## src/rtl/smon_pkg.sv

```systemverilog
package smon_pkg;
  typedef enum logic [1:0] {
    DET_OPEN    = 2'd0,
    DET_PRESENT = 2'd1,
    DET_ABSENT  = 2'd2
  } det_state_e;
endpackage

```

## src/rtl/smon_line_filter.sv

```systemverilog
module smon_line_filter #(
  parameter int SYNC_STAGES = 2,
  parameter int STABLE_CYC  = 4
) (
  input  logic clk_i,
  input  logic rst_ni,
  input  logic line_i,
  output logic filt_o
);
  localparam int CW = $clog2(STABLE_CYC + 1);
  localparam logic [CW-1:0] STB_LAST = CW'(STABLE_CYC - 1);

  logic [SYNC_STAGES-1:0] sync_q;
  logic                   synced;
  logic                   filt_q;
  logic [CW-1:0]          cnt_q;

  always_ff @(posedge clk_i or negedge rst_ni) begin
    if (!rst_ni) sync_q <= '1;
    else         sync_q <= {sync_q[SYNC_STAGES-2:0], line_i};
  end

  assign synced = sync_q[SYNC_STAGES-1];

  always_ff @(posedge clk_i or negedge rst_ni) begin
    if (!rst_ni) begin
      filt_q <= 1'b1;
      cnt_q  <= '0;
    end else if (synced == filt_q) begin
      cnt_q <= '0;
    end else if (cnt_q == STB_LAST) begin
      filt_q <= synced;
      cnt_q  <= '0;
    end else begin
      cnt_q <= cnt_q + 1'b1;
    end
  end

  assign filt_o = filt_q;


  filt_follows_sync_chk: assert property (@(posedge clk_i) disable iff (!rst_ni)
    !$stable(filt_q) |-> $past(synced) == filt_q);
endmodule

```

## src/rtl/smon_presence_det.sv

```systemverilog
module smon_presence_det
  import smon_pkg::*;
#(
  parameter int DETECT_MS = 450
) (
  input  logic       clk_i,
  input  logic       rst_ni,
  input  logic       restart_i,
  input  logic       tick_i,
  input  logic       pres_asserted_i,
  output det_state_e state_o
);
  localparam int W = $clog2(DETECT_MS + 1);
  localparam logic [W-1:0] LAST = W'(DETECT_MS - 1);

  det_state_e    state_q;
  logic [W-1:0]  cnt_q;

  always_ff @(posedge clk_i or negedge rst_ni) begin
    if (!rst_ni) begin
      state_q <= DET_OPEN;
      cnt_q   <= '0;
    end else if (restart_i) begin
      state_q <= DET_OPEN;
      cnt_q   <= '0;
    end else if (state_q == DET_OPEN) begin
      if (pres_asserted_i)  state_q <= DET_PRESENT;
      else if (tick_i) begin
        if (cnt_q == LAST) state_q <= DET_ABSENT;
        else               cnt_q   <= cnt_q + 1'b1;
      end
    end
  end

  assign state_o = state_q;


  decision_held_chk: assert property (@(posedge clk_i) disable iff (!rst_ni)
    (state_q != DET_OPEN && !restart_i) |=> $stable(state_q));

  restart_reopens_chk: assert property (@(posedge clk_i) disable iff (!rst_ni)
    restart_i |=> state_q == DET_OPEN);
endmodule

```

## src/rtl/smon_diag_tracker.sv

```systemverilog
module smon_diag_tracker #(
  parameter int DIAG_WAIT_MS = 5000
) (
  input  logic clk_i,
  input  logic rst_ni,
  input  logic start_i,
  input  logic decided_i,
  input  logic present_i,
  input  logic diag_fall_i,
  input  logic tick_i,
  input  logic own_done_i,
  output logic passed_o,
  output logic timeout_o,
  output logic status_o,
  output logic clr_o
);
  localparam int W = $clog2(DIAG_WAIT_MS + 1);
  localparam logic [W-1:0] LAST = W'(DIAG_WAIT_MS - 1);

  logic         pending_q, passed_q, timeout_q, status_q, clr_q;
  logic [W-1:0] cnt_q;
  logic         waiting, can_post;

  assign waiting  = pending_q && decided_i && present_i && !passed_q && !timeout_q;
  assign can_post = pending_q && decided_i && own_done_i &&
                    (!present_i || passed_q || timeout_q);

  always_ff @(posedge clk_i or negedge rst_ni) begin
    if (!rst_ni) begin
      pending_q <= 1'b1;
      passed_q  <= 1'b0;
      timeout_q <= 1'b0;
      status_q  <= 1'b0;
      clr_q     <= 1'b0;
      cnt_q     <= '0;
    end else begin
      status_q <= 1'b0;
      clr_q    <= 1'b0;
      if (start_i) begin
        pending_q <= 1'b1;
        passed_q  <= 1'b0;
        timeout_q <= 1'b0;
        cnt_q     <= '0;
      end else begin
        if (diag_fall_i) passed_q <= 1'b1;
        if (waiting && tick_i) begin
          if (cnt_q == LAST) timeout_q <= 1'b1;
          else               cnt_q     <= cnt_q + 1'b1;
        end
        if (can_post) begin
          status_q  <= 1'b1;
          clr_q     <= !present_i;
          pending_q <= 1'b0;
        end
      end
    end
  end

  assign passed_o  = passed_q;
  assign timeout_o = timeout_q;
  assign status_o  = status_q;
  assign clr_o     = clr_q;


  clr_with_status_chk: assert property (@(posedge clk_i) disable iff (!rst_ni)
    clr_q |-> status_q);

  post_needs_own_done_chk: assert property (@(posedge clk_i) disable iff (!rst_ni)
    status_q |-> $past(own_done_i));

  start_clears_chk: assert property (@(posedge clk_i) disable iff (!rst_ni)
    start_i |=> !passed_q && !timeout_q);
endmodule

```

## src/rtl/sec_drive_monitor.sv

```systemverilog
module sec_drive_monitor
  import smon_pkg::*;
#(
  parameter int DETECT_MS    = 450,
  parameter int DIAG_WAIT_MS = 5000,
  parameter int SYNC_STAGES  = 2,
  parameter int STABLE_CYC   = 4
) (
  input  logic clk_i,
  input  logic rst_ni,
  input  logic hard_rst_i,
  input  logic exec_diag_i,
  input  logic own_diag_done_i,
  input  logic ms_tick_i,
  input  logic presence_n_i,
  input  logic diag_n_i,
  output logic sec_present_o,
  output logic sec_passed_o,
  output logic sec_timeout_o,
  output logic status_ready_o,
  output logic clr_sec_status_o,
  output logic led_en_o
);
  logic       pres_filt, diag_filt, diag_prev_q, diag_fall;
  det_state_e det_state;

  smon_line_filter #(.SYNC_STAGES(SYNC_STAGES), .STABLE_CYC(STABLE_CYC)) u_pres_filt (
    .clk_i(clk_i), .rst_ni(rst_ni), .line_i(presence_n_i), .filt_o(pres_filt));

  smon_line_filter #(.SYNC_STAGES(SYNC_STAGES), .STABLE_CYC(STABLE_CYC)) u_diag_filt (
    .clk_i(clk_i), .rst_ni(rst_ni), .line_i(diag_n_i), .filt_o(diag_filt));

  always_ff @(posedge clk_i or negedge rst_ni) begin
    if (!rst_ni) diag_prev_q <= 1'b1;
    else         diag_prev_q <= diag_filt;
  end

  assign diag_fall = diag_prev_q && !diag_filt;

  smon_presence_det #(.DETECT_MS(DETECT_MS)) u_det (
    .clk_i(clk_i), .rst_ni(rst_ni), .restart_i(hard_rst_i), .tick_i(ms_tick_i),
    .pres_asserted_i(!pres_filt), .state_o(det_state));

  smon_diag_tracker #(.DIAG_WAIT_MS(DIAG_WAIT_MS)) u_diag (
    .clk_i(clk_i), .rst_ni(rst_ni),
    .start_i(hard_rst_i || exec_diag_i),
    .decided_i(det_state != DET_OPEN),
    .present_i(det_state == DET_PRESENT),
    .diag_fall_i(diag_fall), .tick_i(ms_tick_i), .own_done_i(own_diag_done_i),
    .passed_o(sec_passed_o), .timeout_o(sec_timeout_o),
    .status_o(status_ready_o), .clr_o(clr_sec_status_o));

  assign sec_present_o = (det_state == DET_PRESENT);
  assign led_en_o      = (det_state == DET_ABSENT);


  led_excludes_present_chk: assert property (@(posedge clk_i) disable iff (!rst_ni)
    led_en_o |-> !sec_present_o);

  timeout_only_present_chk: assert property (@(posedge clk_i) disable iff (!rst_ni)
    sec_timeout_o |-> sec_present_o);

  present_post_reason_chk: assert property (@(posedge clk_i) disable iff (!rst_ni)
    (status_ready_o && sec_present_o) |-> (sec_passed_o || sec_timeout_o) && !clr_sec_status_o);
endmodule

```

## config.mk

```make
export PLATFORM = sky130hd
export DESIGN_NAME = sec_drive_monitor
export DESIGN_NICKNAME = d
export VERILOG_FILES = /design/src/rtl/smon_pkg.sv /design/src/rtl/smon_line_filter.sv /design/src/rtl/smon_presence_det.sv /design/src/rtl/smon_diag_tracker.sv /design/src/rtl/sec_drive_monitor.sv
export SDC_FILE = /design/constraint.sdc
export NUM_CORES = 1
export LEC_CHECK = 0
export CORE_MARGIN = 2
export CORE_UTILIZATION = 55
export CTS_CLUSTER_SIZE = 8
export DETAILED_ROUTE_END_ITERATION = 8
export GPL_TIMING_DRIVEN = 0
export PLACE_DENSITY = 0.72
export SLEW_MARGIN = 20
export SYNTH_ARGS = -nofsm -noshare
export SYNTH_HDL_FRONTEND = slang
export SYNTH_SLANG_ARGS = --single-unit
```

## constraint.sdc

```tcl
create_clock -name clk_i -period 2.7 [get_ports clk_i]
set_input_delay 0.81 -clock clk_i [delete_from_list [all_inputs] [get_ports clk_i]]
set_output_delay 0.81 -clock clk_i [all_outputs]
set_load 0.05 [all_outputs]
```

==> summary.md, run 1 <==
| Metric | Value |
|---|---|
| Core Area | 3420 µm² |
| Number of global-route vias before repair | 1446 |
| Grt met3 use | 5.81% |
| Fillers | 286 |
| Max clock buf depth | 2 |
| CP Capture Type | output pin |
| Most common flop cell mapped by yosys | dfrtp_1 |
| Reg2Reg Depth | 6 |
| Met1 Track Usage GR | 27.3% |
| Initial antenna violation count | 0 |
| Routed WL per cell | 15.1 µm |
| Total GRT Usage | 21.5% |
| GP Congestion | 0.880 |
| Commonest non-fill, non-tap cell in the layout | dfrtp_1 |
| Nets | 226 |
| Final instance area | 2250 µm² |
| Hold WS | 0.330 ns |
| Chip width | 64.2 µm |
| Total grt overflow | 0 |
| Via density | 5.86 |
| Number of antenna-violating nets in the routed design | 0 |
| Post-synth EDFFs | 0 |
| Post-Syn Nets | 205 |
| Cts hold-fix bufs | 0 |
| Commonest cells after routing, fill and taps aside | dfrtp_1 (34), nor2_1 (27), nand2_1 (11) |
| Ant diodes | 0 |
| Worst clock skew | 0.0156 ns |
| Die extent in y | 64.2 µm |
| WP data arrival | 1.72 ns |
| Max_slew headroom | 60.5% |
| Ratio of cells with drive above 1 in the final layout | 12.1% |
| Clock Latency Late Sink | 0.36 ns |
| CTS tree | yes |
| CP Launch Type | flop |
| Starting Density | 58.4% |
| Mean Syn Cell Area | 10.4 µm² |
| Final period util | 93.8% |
| Root Buffer | clkbuf_4 |
| Gr busiest metal | met2 |
| Cts repair resizes | 2 |
| Ports | 14 |
| Largest net degree at the start of global routing | 29 |
| Reg clk slew, reported paths | 0.13 ns |
| Fin crit period | 2.53 ns |
| Tightest Pin Transition | 0.588 ns |
| Crit Path Category | reg -> out |
| Cell Pwr Density | 591 nW/µm² |
| IO buf count | 13 |
| CTS H-tree lvls | 2 |
| DRC Markers | 0 |
| Met2 GRT Util | 35.9% |
| Count of final setup violators | 0 |
| Post-synth cell types | 40 |
| Via count | 1524 |
| Unrepaired setup endpoints after global routing | no |
| Hold Fails Final Rpt | 0 |
| Post-DP Area | 2200 µm² |
| Multi-input gate area | 886 µm² |
| Critical path origin | u_det.state_o[1]$_DFFE_PN0P_ |
| Worst min path class | in -> async |
| Storage cell area | 1060 µm² |
| Die area | 4120 µm² |
| Status | completed |
| Max Cap Viol | 0 |
| Drt first pass iters | 4 |
| Total CTS buffers | 5 |
| TritonCTS Sinks | 42 |
| Yosys warnings | 0 |
| VDD IR-drop max | 0.378 mV |
| Fraction of synthesis flops using an asynchronous set or reset pin | 100% |
| Post-CTS Setup Inserts | 0 |
| Post-detail-place hpwl | 2850 µm |
| R2R Path Start | u_diag.cnt_q[0]$_DFFE_PN0P_ |
| Post-synthesis sequential area ratio | 53.2% |
| Final Util | 66.0% |
| First-iteration detailed-routing DRC count | 90 |
| Layout Area Growth over Synthesis | 13.1% |
| Post-synthesis cell area | 1990 µm² |
| LEAKAGE | 0.972 nW |
| Synth Instances | 192 |
| CP Max Fanout | 9 |
| Total routed wirelength | 3920 µm |
| Register bit count reported by yosys | 42 |
| WP data required | 1.89 ns |
| Slew Viols, Final | 0 |
| First-pass GRT wire length | 6780 µm |
| Max Fclk | 395 MHz |
| Site row count | 21 |
[stage by stage]
step                TNS (ns)  total power [mW]  setup slack, ns  cells
global placement       -3.63              1.00           -0.109    251
floorplan                  0             0.933            0.732    192
finish                     0              1.33            0.167    260
CTS                        0              1.35            0.167    260
global route               0              1.41           0.0794    260
detailed placement         0              1.02            0.206    252
[cells by family after synthesis]
kind of cell	Yosys count	share of synthesized area, %
AOI/OAI and AO/OA	29	9.35
xor gates and xnor gates	12	5.27
adders and majority gates	5	3.14
buffers and inverters	11	2.32
DFF	42	53.2
muxes	1	0.565
and+or+nand+nor	92	26.1
[cell usage after synthesis, drive strengths merged (4+ instances only)]
library cell	number	area, µm²
nor2	27	101
a21oi	9	45.0
inv	4	15.0
dfrtp	34	851
or4	5	37.5
nand2	11	41.3
xor2	6	52.6
nand3	10	50.1
xnor2	6	52.6
and4	6	52.6
clkbuf	4	16.3
nand4	5	31.3
nor2b	5	31.3
o21ai	5	25.0
dfstp	8	210
ha	5	62.6
[registers in the layout, summed over array words and instances (netlist names)]
register	flops
u_diag.cnt_q	13
u_diag.passed_o	1
u_diag_filt.sync_q	2
u_diag_filt.cnt_q	3
u_diag.clr_o	1
u_diag.pending_q	1
diag_prev_q	1
u_diag.timeout_o	1
u_pres_filt.cnt_q	3
u_pres_filt.sync_q	2
u_diag_filt.filt_o	1
u_det.state_o	2
u_det.cnt_q	9
u_diag.status_o	1
u_pres_filt.filt_o	1
[path summary, 6_finish.rpt]
| kind | endpoint | slack (ns) |
|---|---|---|
| worst max-delay path | led_en_o | 0.17 |
| min in group clk_i | u_diag_filt.sync_q[1]$_DFF_PN1_ | 0.37 |
| max in group asynchronous | u_diag_filt.sync_q[0]$_DFF_PN1_ | 1.84 |
| worst max register to register | u_diag.cnt_q[6]$_DFFE_PN0P_ | 0.72 |
| worst min register to register | u_diag_filt.sync_q[1]$_DFF_PN1_ | 0.37 |
| worst min-delay path | u_det.cnt_q[3]$_DFFE_PN0P_ | 0.33 |
[final cells by class]
class                           instances  area share, %
Sequential cell                        42           47.1
Multi-Input combinational cell        139           39.3
Timing Repair Buffer                   14           6.33
Tap cell                               46           2.55
Clock buffer                            5           1.66
Buffer                                  7           1.39
Clock inverter                          3           1.05
Inverter                                4          0.666
[metal layers]
layer,part of all wire (%),up-vias
met4,1.2,0
met5,0,-
met3,3.2,7
met2,50,23
met1,45,763
li1,-,731
[power by group]
part | internal [mW] | total (mW) | switching, mW | leakage [nW]
registers | 0.708 | 0.757 | 0.0484 | 0.552
logic | 0.108 | 0.250 | 0.142 | 0.393
clock network | 0.104 | 0.326 | 0.221 | 0.0278
total | 0.921 | 1.33 | 0.412 | 0.972
[worst max-delay path, stage by stage (launching register included)]
cell and delay [ns]:
dfrtp_1 0.54, inv_1 0.13, nor2_1 0.14, dlygate4sd2_1 0.54
Note: power is estimated with default switching activity, not from simulation.
==> inputs of run 2 (changes only) <==
--- a/config.mk
+++ b/config.mk
@@ -11,6 +11,7 @@
 export DETAILED_ROUTE_END_ITERATION = 8
 export GPL_TIMING_DRIVEN = 0
 export PLACE_DENSITY = 0.72
+export SETUP_SLACK_MARGIN = 0.1
 export SLEW_MARGIN = 20
 export SYNTH_ARGS = -nofsm -noshare
 export SYNTH_HDL_FRONTEND = slang
==> run 2 against run 1 <==
- combinational power hardly changed
- critical path depth is the same
- via count shrank 0.33%
- count of clock-buffer cells in the layout unchanged
- worst setup slack improved by 0.023 ns
- critical path type unchanged
==> summary.md, run 2 (same netlist as run 1, synthesis figures left out) <==
| Metric | Value |
|---|---|
| Status | completed (unchanged) |
| Worst clock skew | 0.0160 ns (was 0.0156 ns) |
| Slowest cell delay on critical path | 0.54 ns (about the same) |
| Met2 GRT Util | 35.9% (unchanged) |
| DRC Markers | 0 (unchanged) |
| CP Max Fanout | 9 (unchanged) |
| Clock Latency Late Sink | 0.36 ns (about the same) |
| Max Cap Viol | 0 (unchanged) |
| PnR worst setup slack | 0.190 ns (was 0.167 ns) |
| Root Buffer | clkbuf_4 (unchanged) |
| Met1 Track Usage GR | 27.3% (unchanged) |
| Die area | 4120 µm² (unchanged) |
| VDD IR-drop max | 0.379 mV (was 0.378 mV) |
| Total CTS buffers | 5 (unchanged) |
| Via density | 5.84 (was 5.86) |
| Core Area | 3420 µm² (unchanged) |
| Reg2Reg Depth | 6 (unchanged) |
| Max clock buf depth | 2 (unchanged) |
| DP Worst Slack | 0.206 ns (unchanged) |
| Ant diodes | 0 (unchanged) |
| TritonCTS Sinks | 42 (unchanged) |
| Routed WL per cell | 15.0 µm (was 15.1 µm) |
| Largest register by flop count | u_diag.cnt_q (unchanged) |
| Top flop regs | u_diag.cnt_q (13), u_det.cnt_q (9) (unchanged) |
| Critical path's slowest cell | dfrtp_1 (unchanged) |
| LEAKAGE | 0.969 nW (was 0.972 nW) |
| WP data required | 1.89 ns (about the same) |
| Gr busiest metal | met2 (unchanged) |
| Drt first pass iters | 4 (unchanged) |
| Post-detail-place hpwl | 2850 µm (unchanged) |
| Total grt overflow | 0 (unchanged) |
| Die extent in y | 64.2 µm (unchanged) |
| Fin crit period | 2.51 ns (was 2.53 ns) |
| Hold Fails Final Rpt | 0 (unchanged) |
| GP Congestion | 0.880 (unchanged) |
| Max_slew headroom | 60.4% (was 60.5%) |
| Reg clk slew, reported paths | 0.13 ns (about the same) |
| Total GRT Usage | 21.5% (unchanged) |
| Reg-to-Reg End | u_diag.cnt_q[6]$_DFFE_PN0P_ (unchanged) |
| Commonest cells after routing, fill and taps aside | dfrtp_1 (34), nor2_1 (27), nand2_1 (11) (unchanged) |
| Slew Viols, Final | 0 (unchanged) |
| Top Family by Delay on Critical Path | buffers and inverters (unchanged) |
| Layout Area Growth over Synthesis | 13.2% (was 13.1%) |
| CTS tree | yes (unchanged) |
| IO buf count | 13 (unchanged) |
| Grt met3 use | 5.81% (unchanged) |
| Chip width | 64.2 µm (unchanged) |
| CP Launch Type | flop (unchanged) |
| WP data arrival | 1.70 ns (was 1.72 ns) |
| Ports | 14 (unchanged) |
| Commonest non-fill, non-tap cell in the layout | dfrtp_1 (unchanged) |
| CTS H-tree lvls | 2 (unchanged) |
| Number of flip-flops under the largest register name | 13 (unchanged) |
| Count of final setup violators | 0 (unchanged) |
| Max Fclk | 398 MHz (was 395 MHz) |
| Total routed wirelength | 3910 µm (was 3920 µm) |
| First-iteration detailed-routing DRC count | 90 (unchanged) |
| CP Capture Type | output pin (unchanged) |
| Crit Path Category | reg -> out (unchanged) |
| Tightest Pin Transition | 0.588 ns (about the same) |
| Worst min path class | in -> async (unchanged) |
| Final period util | 93.0% (was 93.8%) |
| WP buf/inv | 2 (unchanged) |
| Site row count | 21 (unchanged) |
| Crit-path cells | inv_1 -> nor2_1 -> clkdlybuf4s15_1 (was inv_1 -> nor2_1 -> dlygate4sd2_1) |
| Largest net degree at the start of global routing | 29 (unchanged) |
| Starting Density | 58.4% (unchanged) |
| First-pass GRT wire length | 6780 µm (unchanged) |
| Cell Pwr Density | 591 nW/µm² (about the same) |
| R2R Path Start | u_diag.cnt_q[0]$_DFFE_PN0P_ (unchanged) |
| Nets | 226 (unchanged) |
| Reg2reg setup slack | 0.72 ns (about the same) |
| Via count | 1519 (was 1524) |
| Number of global-route vias before repair | 1446 (unchanged) |
| Ratio of cells with drive above 1 in the final layout | 12.1% (unchanged) |
| Initial antenna violation count | 0 (unchanged) |
| Unrepaired setup endpoints after global routing | no (unchanged) |
| Number of antenna-violating nets in the routed design | 0 (unchanged) |
| Hold WS | 0.331 ns (was 0.330 ns) |
| Setup TNS | 0 ns (unchanged) |
| Total power | 1.33 mW (about the same) |
run 2: cell types whose count changed in the layout (fill, tap and decap cells not counted):
cell / previous run / this run
clkdlybuf4s15_1: 0 / 1
dlygate4sd2_1: 2 / 1
run 2: routing by layer:
layer  share of wire, %  vias up
li1                   -      732
met1                 45      759
met2                 50       21
met3                2.8        7
met4                1.3        0
met5                  0        -
run 2: worst max-delay path by stage:
stage                                      start                           end  slack [ns]  cells after the start
detailed placement                     ms_tick_i    u_det.cnt_q[7]$_DFFE_PN0P_        0.21                      6
floorplan           u_det.state_o[1]$_DFFE_PN0P_                      led_en_o        0.73                      2
finish              u_det.state_o[1]$_DFFE_PN0P_                      led_en_o        0.19                      3
CTS                 u_det.state_o[1]$_DFFE_PN0P_                      led_en_o        0.17                      3
global placement                          rst_ni  u_diag.timeout_o$_DFFE_PN0P_       -0.11                      1
global route        u_det.state_o[1]$_DFFE_PN0P_                      led_en_o        0.10                      3
run 2: where the power goes:
| part | total (mW) | internal (mW) | switching [mW] |
|---|---|---|---|
| Combinational | 0.250 | 0.108 | 0.141 |
| Sequential | 0.757 | 0.708 | 0.0485 |
| Clock | 0.326 | 0.104 | 0.222 |
| Total | 1.33 | 0.921 | 0.412 |
run 2: what timing repair did:
item | in CTS | in global routing
gates cloned | 0 | 0
setup endpoints to repair | 2 | 1
gates resized for setup | 2 | 1
hold endpoints to repair | 0 | 0
hold buffers | 0 | 0
pin swaps | 0 | 0
buffers inserted | 0 | 0
run 2: layout make-up:
class | count | area (µm²)
inverters | 4 | 15.0
clock inverters | 3 | 23.8
well taps | 46 | 57.6
repair buffers | 14 | 144
multi-input cells | 139 | 886
plain buffers | 7 | 31.3
fillers | 285 | 1160
flip-flops and latches | 42 | 1060
clock buffers | 5 | 37.5
run 2: stage by stage:
stage          instances  area (µm²)  util (%)
4_1_cts              260        2250      66.0
3_3_place_gp         251        2180      63.8
2_1_floorplan        192        1990         -
6_report             260        2260      66.0
3_5_place_dp         252        2200      64.3
5_1_grt              260        2260      66.0
